--- config.mk ---
export PLATFORM = sky130hd
export DESIGN_NAME = dual_intc
export DESIGN_NICKNAME = d
export VERILOG_FILES = /design/src/rtl/intc_pkg.sv /design/src/rtl/intc_sync.sv /design/src/rtl/intc_bank.sv /design/src/rtl/dual_intc.sv
export SDC_FILE = /design/constraint.sdc
export NUM_CORES = 1
export LEC_CHECK = 0
export ABC_AREA = 1
export BUFFER_PORTS_ARGS = -buffer_cell sky130_fd_sc_hd__buf_4
export CAP_MARGIN = 20
export CORE_MARGIN = 2
export CORE_UTILIZATION = 37
export DETAILED_ROUTE_END_ITERATION = 16
export PLACE_DENSITY = 0.54
export SYNTH_ARGS = -nofsm -noshare
export SYNTH_HDL_FRONTEND = slang
export SYNTH_SLANG_ARGS = --single-unit
--- constraint.sdc ---
create_clock -name clk -period 2.09 [get_ports clk]
set_input_delay 0.3135 -clock clk [delete_from_list [all_inputs] [get_ports clk]]
set_output_delay 0.3135 -clock clk [all_outputs]
set_load 0.01 [all_outputs]
--- src/rtl/intc_pkg.sv ---
// Shared definitions for the dual-bank interrupt controller.
// Assumes a byte address whose bits 4:2 select a word within a bank.
package intc_pkg;

    // Word index of each register inside a bank
    typedef enum logic [2:0] {
        RIDX_SRC  = 3'd0,
        RIDX_EN   = 3'd1,
        RIDX_CLR  = 3'd2,
        RIDX_MODE = 3'd3,
        RIDX_POL  = 3'd4,
        RIDX_STAT = 3'd5
    } reg_idx_e;

    // Per-bank write strobes decoded from the register port
    typedef struct packed {
        logic en;
        logic clr;
        logic mode;
        logic pol;
    } bank_we_t;

endpackage

--- src/rtl/intc_sync.sv ---
// Multi-stage synchroniser for the raw request lines.
// Produces the synchronised level and a one-cycle delayed copy of it
// for edge detection. Assumes STAGES >= 1.
module intc_sync #(
    parameter int NUM_LINES = 32,
    parameter int STAGES    = 2
) (
    input  logic                 clk,
    input  logic                 rst_n,
    input  logic [NUM_LINES-1:0] async_i,
    output logic [NUM_LINES-1:0] sync_o,
    output logic [NUM_LINES-1:0] prev_o
);

    logic [NUM_LINES-1:0] chain_q [STAGES];

    generate
        for (genvar k = 0; k < STAGES; k++) begin : g_stage
            if (k == 0) begin : g_first
                // First capture flop of the synchroniser chain
                always_ff @(posedge clk) begin
                    if (!rst_n) chain_q[0] <= '0;
                    else        chain_q[0] <= async_i;
                end
            end else begin : g_rest
                // Further resolution flops of the chain
                always_ff @(posedge clk) begin
                    if (!rst_n) chain_q[k] <= '0;
                    else        chain_q[k] <= chain_q[k-1];
                end
            end
        end
    endgenerate

    // Delayed copy of the synchronised level used for edge detection
    always_ff @(posedge clk) begin
        if (!rst_n) prev_o <= '0;
        else        prev_o <= chain_q[STAGES-1];
    end

    assign sync_o = chain_q[STAGES-1];

endmodule

--- src/rtl/intc_bank.sv ---
// One register bank: enable, trigger mode, polarity, edge latches and
// the masked status that drives this bank's interrupt output.
// Assumes src_i/prev_i are already synchronised and the write strobes
// are decoded one-hot per register.
module intc_bank
    import intc_pkg::*;
#(
    parameter int NUM_LINES = 32
) (
    input  logic                 clk,
    input  logic                 rst_n,
    input  logic [NUM_LINES-1:0] src_i,
    input  logic [NUM_LINES-1:0] prev_i,
    input  bank_we_t             we_i,
    input  logic [NUM_LINES-1:0] wdata_i,
    output logic [NUM_LINES-1:0] en_o,
    output logic [NUM_LINES-1:0] mode_o,
    output logic [NUM_LINES-1:0] pol_o,
    output logic [NUM_LINES-1:0] status_o,
    output logic                 irq_o
);

    logic [NUM_LINES-1:0] en_q, mode_q, pol_q, latch_q;
    logic [NUM_LINES-1:0] rise_w, fall_w, evt_w, clr_w, level_w, pend_w;

    // Configuration registers, written whole-word
    always_ff @(posedge clk) begin
        if (!rst_n) begin
            en_q   <= '0;
            mode_q <= '0;
            pol_q  <= '0;
        end else begin
            if (we_i.en)   en_q   <= wdata_i;
            if (we_i.mode) mode_q <= wdata_i;
            if (we_i.pol)  pol_q  <= wdata_i;
        end
    end

    // Edge event detection for lines in edge mode
    always_comb begin
        rise_w = src_i & ~prev_i;
        fall_w = ~src_i & prev_i;
        evt_w  = mode_q & ((pol_q & rise_w) | (~pol_q & fall_w));
        clr_w  = we_i.clr ? wdata_i : '0;
    end

    // Sticky edge latches; a new event beats a simultaneous clear
    always_ff @(posedge clk) begin
        if (!rst_n) latch_q <= '0;
        else        latch_q <= (latch_q & ~clr_w) | evt_w;
    end

    // Pending vector and masked status
    always_comb begin
        level_w  = pol_q ^ src_i;
        pend_w   = (~mode_q & level_w) | (mode_q & latch_q);
        status_o = en_q & pend_w;
    end

    assign irq_o  = |status_o;
    assign en_o   = en_q;
    assign mode_o = mode_q;
    assign pol_o  = pol_q;

    AST_CLEAR_TAKES: assert property (@(posedge clk) disable iff (!rst_n)
        (|(clr_w & ~evt_w)) |=> ((latch_q & $past(clr_w & ~evt_w)) == '0));

    AST_EDGE_BEATS_CLEAR: assert property (@(posedge clk) disable iff (!rst_n)
        (|evt_w) |=> ((latch_q & $past(evt_w)) == $past(evt_w)));

    AST_LATCH_STICKY: assert property (@(posedge clk) disable iff (!rst_n)
        (|(latch_q & ~clr_w)) |=> ((latch_q & $past(latch_q & ~clr_w)) == $past(latch_q & ~clr_w)));

    AST_MASK_OFF: assert property (@(posedge clk) disable iff (!rst_n)
        (we_i.en && wdata_i == '0) |=> !irq_o);

endmodule

--- src/rtl/dual_intc.sv ---
// Dual-bank interrupt controller top level.
// Synchronises the raw lines once, feeds both banks, decodes the
// register port and multiplexes read data. Assumes reg_addr and
// reg_wdata are stable while reg_wr is high.
module dual_intc
    import intc_pkg::*;
#(
    parameter int NUM_LINES = 32,
    parameter int ADDR_W    = 6,
    parameter int SYNC_LEN  = 2
) (
    input  logic                 clk,
    input  logic                 rst_n,
    input  logic [NUM_LINES-1:0] irq_lines,
    input  logic                 reg_wr,
    input  logic [ADDR_W-1:0]    reg_addr,
    input  logic [NUM_LINES-1:0] reg_wdata,
    output logic [NUM_LINES-1:0] reg_rdata,
    output logic                 norm_irq,
    output logic                 fast_irq
);

    localparam int NUM_BANKS = 2;
    localparam int BANK_BIT  = ADDR_W - 1;

    logic [NUM_LINES-1:0] src_w, prev_w;
    logic [NUM_LINES-1:0] en_w   [NUM_BANKS];
    logic [NUM_LINES-1:0] mode_w [NUM_BANKS];
    logic [NUM_LINES-1:0] pol_w  [NUM_BANKS];
    logic [NUM_LINES-1:0] stat_w [NUM_BANKS];
    logic                 irq_w  [NUM_BANKS];
    bank_we_t             we_w   [NUM_BANKS];
    logic                 aligned_w;
    reg_idx_e             idx_w;

    assign aligned_w = (reg_addr[1:0] == 2'b00);
    assign idx_w     = reg_idx_e'(reg_addr[4:2]);

    intc_sync #(.NUM_LINES(NUM_LINES), .STAGES(SYNC_LEN)) u_sync (
        .clk     (clk),
        .rst_n   (rst_n),
        .async_i (irq_lines),
        .sync_o  (src_w),
        .prev_o  (prev_w)
    );

    generate
        for (genvar b = 0; b < NUM_BANKS; b++) begin : g_bank
            // Write strobe decode for this bank
            always_comb begin
                we_w[b] = '0;
                if (reg_wr && aligned_w && (reg_addr[BANK_BIT] == b[0])) begin
                    we_w[b].en   = (idx_w == RIDX_EN);
                    we_w[b].clr  = (idx_w == RIDX_CLR);
                    we_w[b].mode = (idx_w == RIDX_MODE);
                    we_w[b].pol  = (idx_w == RIDX_POL);
                end
            end

            intc_bank #(.NUM_LINES(NUM_LINES)) u_bank (
                .clk      (clk),
                .rst_n    (rst_n),
                .src_i    (src_w),
                .prev_i   (prev_w),
                .we_i     (we_w[b]),
                .wdata_i  (reg_wdata),
                .en_o     (en_w[b]),
                .mode_o   (mode_w[b]),
                .pol_o    (pol_w[b]),
                .status_o (stat_w[b]),
                .irq_o    (irq_w[b])
            );
        end
    endgenerate

    // Read data multiplexer; unmapped and clear reads return zero
    always_comb begin
        logic bsel;
        bsel      = reg_addr[BANK_BIT];
        reg_rdata = '0;
        if (aligned_w) begin
            case (idx_w)
                RIDX_SRC:  reg_rdata = src_w;
                RIDX_EN:   reg_rdata = en_w[bsel];
                RIDX_MODE: reg_rdata = mode_w[bsel];
                RIDX_POL:  reg_rdata = pol_w[bsel];
                RIDX_STAT: reg_rdata = stat_w[bsel];
                default:   reg_rdata = '0;
            endcase
        end
    end

    assign norm_irq = irq_w[0];
    assign fast_irq = irq_w[1];

    AST_LEVEL_RAISES: assert property (@(posedge clk) disable iff (!rst_n)
        (|(en_w[0] & ~mode_w[0] & ~pol_w[0] & src_w)) |-> norm_irq);

    AST_FAST_LEVEL: assert property (@(posedge clk) disable iff (!rst_n)
        (|(en_w[1] & ~mode_w[1] & pol_w[1] & ~src_w)) |-> fast_irq);

endmodule

==> results.yml <==
clock_network:
  cts_tree: "built"
  ctsLongestPathBuffers: 3
  clock_sinks: 352
  cts_max_level: 2
  clk_latency_ns: 0.57
  root_buffer: "clkbuf_16"
  cts_buffers: 42
  path_clk_slew_ns: 0.06
synth:
  netlist_top_cells_count: "898 x nand2_1, 352 x dfxtp_1, 298 x inv_1"
  ys_seq_area_share_pct: 40.76
  synthCells: 2711
  synth_warnings: 0
  synthFlopType: "dfxtp_1"
  syn_nets: 2784
  synth-edff-count: 0
  synth.area.top_cells: "dfxtp_1 41%, nand2_1 19%, a21oi_1 8.1%"
  synth_area_um2: 17290
  synth_top_area_share_pct: 40.76
  ys_ff_latch: 352
  yosys.area.top_type: "dfxtp_1"
  yosysMostFrequentCell: "nand2_1"
  yosys.cell_types.count: 24
  async_flop_share_pct: 0
  synth.avg_cell_area_um2: 6.376
place:
  io_buffers: 106
  place.gp.congestion: 0.8294
  placed_area_um2: 18990
  place_ws_ns: 0.02808
  dpl.hpwl_mm: 35.71
  place_inst: 3353
final_layout:
  num_antenna_cells: 0
  multi_input_area_um2: 9345
  drive_gt1_share_pct: 25.61
  fillers: 4722
  ff_latch_area_um2: 7253
  final_area_um2: 22250
  syn_to_final_growth_pct: 28.71
  finalNetCount: 2941
  finalNonFillerCells: 3504
sta:
  layout_setup_ws_ns: -0.1240
  period_share_pct: 105.9
  finalClockSkew_ns: 0.009694
  setup_viol: 3
  finalSetupTns_ns: -0.2412
  slew_headroom_pct: 61.67
  fmax_ghz: 0.4517
  finalMaxSlewViolations: 0
  period_minus_slack_ns: 2.214
  hold_viol_final: 0
  worst_slew_pin_slew_ns: 0.5749
  rsz0062_at_grt: "true"
floorplan:
  row_count: 79
  io_pins: 107
  core_region_area_um2: 46360
  dieArea_um2: 48470
  die_w_um: 220.2
  fp.dieH_um: 220.2
  start_util_pct: 37.29
power:
  powerDensity_nw_per_um2: 698.8
  ir_worst_vdd_uv: 571.5
  leakagePower_uw: 0.009531
global_routing:
  grt_pass1_wl_mm: 88.95
  grt-ovfl-total: 0
  grt_max_degree: 94
  antenna_found_initial: 1
  grtUsageTotal_pct: 23.43
  grt_pass1_vias: 16121
run_status:
  failed_checks: "negative setup slack"
  outcome: "complete, but fails checks"
critical_path:
  reg2reg_from: "u_sync.chain_q[1][23]"
  critPathLaunchType: "flip-flop"
  cp_data_required_time_ns: 1.78
  critical_path.max_fanout: 5
  ff2ff_path_depth: 7
  rr_endpoint: "g_bank[1].u_bank.latch_q[23]"
  setup.worst_path.end_class: "primary output"
  rrSetupSlack_ns: 0.83
  worstSetupPathType: "reg -> out"
  cp.arrival_ns: 1.90
worst_hold_path:
  holdCritPathClass: "in -> reg"
  min_from: "reg_wdata[9]"
  hold_depth: 3
  holdPathEnd: "g_bank[1].u_bank.mode_o[9]"
drt:
  drc: 0
  num_vias: 17516
  post_drt_via_cell_ratio: 4.999
  wire_per_inst_um: 16.42
  totalWireLength_mm: 57.54
  firstDrtPassIters: 5
  ant_nets: 0
  drtIter0Drc: 1163
flow_run:
  cap_viol_max_count: 0
==> per-stage QoR <==
step           total power [uW]  util, %  hold WS (ns)
2_1_floorplan              7550        -        0.3905
3_3_place_gp               8021    40.96        0.3932
3_5_place_dp               8028    40.96        0.3986
4_1_cts                   15690    45.96       0.02125
5_1_grt                   16120    48.00       0.05007
6_report                  15550    48.00       0.04595
==> worst max-delay path by stage <==
stage          cells past startpoint             to  slack [ns]                  startpoint
2_1_floorplan                      8  reg_rdata[20]        0.45                 reg_addr[5]
4_1_cts                           10       fast_irq       -0.23       u_sync.chain_q[1][30]
6_report                          10       fast_irq       -0.12       u_sync.chain_q[1][12]
5_1_grt                           10       fast_irq       -0.22  g_bank[1].u_bank.pol_o[30]
3_5_place_dp                       8  reg_rdata[26]        0.03                 reg_addr[3]
3_3_place_gp                       8  reg_rdata[26]        0.01                 reg_addr[3]
==> state kept, by name, summed over array words and instances, names as in the netlist <==
| name | count |
|---|---|
| g_bank.u_bank.en_o | 64 |
| g_bank.u_bank.latch_q | 64 |
| g_bank.u_bank.mode_o | 64 |
| g_bank.u_bank.pol_o | 64 |
| u_sync.chain_q | 64 |
| u_sync.prev_o | 32 |
==> layout by cell type, fill, tap and decap left out, types with 9 or more instances in the layout <==
cell and instances:
inv_1 209, nor3_2 9, a21boi_1 14, clkbuf_1 9
o21ai_0 248, dlygate4sd3_1 33, o21ai_1 25, nor2_4 17
nor2_2 20, a21oi_1 247, nand2_1 793, dfxtp_4 29
a21boi_2 11, dfxtp_1 245, nand3_1 68, nand2_2 97
nor3_1 16, clkbuf_16 45, a21oi_2 27, inv_2 73
inv_4 27, buf_12 26, or2_2 32, buf_6 12
clkbuf_8 14, nand3b_1 28, dfxtp_2 78, nand3_2 31
buf_4 166, nor2_1 208
==> area by class of cell <==
class / instances / share of cell area, %
Clock buffer: 67 / 6.017
Clock inverter: 6 / 0.3599
Inverter: 309 / 5.517
Multi-Input combinational cell: 1925 / 42.00
Sequential cell: 352 / 32.60
Tap cell: 607 / 3.413
Timing Repair Buffer: 238 / 10.09
==> layer usage <==
metal / track usage [%] / routed length [um] / share of wire [%]
met1: 31.50 / 26600 / 46
met2: 38.55 / 26480 / 46
met3: 3.643 / 2855 / 5.0
met4: 7.383 / 1591 / 2.8
met5: 0 / 13 / 0.023
==> power by group <==
part,internal (uW),switching (uW)
combinational,431,726
sequential,6800,76.7
clock,4600,2920
==> what timing repair did <==
action / 4_1_cts / 5_1_grt
setup endpoints to repair: 29 / 34
pin swaps: 55 / 116
gates resized for setup: 202 / 351
endpoints found under the hold margin: 33 / 0
buffers inserted: 22 / 25
hold buffers: 33 / 0
==> worst max-delay path, stage by stage (launching register included) <==
cell and delay (ns):
dfxtp_4 0.38, inv_4 0.05, nand2_1 0.05, nand3b_1 0.09, nand2_2 0.08, nand2_2 0.08
nor2_4 0.16, nand2_2 0.07, nor2_2 0.11, nand2_2 0.11, buf_6 0.14
==> logic make-up (layout without fill, tap and decap cells) <==
family	after synthesis	after routing	synth area share (%)
AND/OR/NAND/NOR	1329	1329	31.17
buffers and inverters	434	620	10.27
flip-flops	352	352	40.76
AO/OA/AOI/OAI	596	596	17.79
Power figures use the tool's default switching activity.
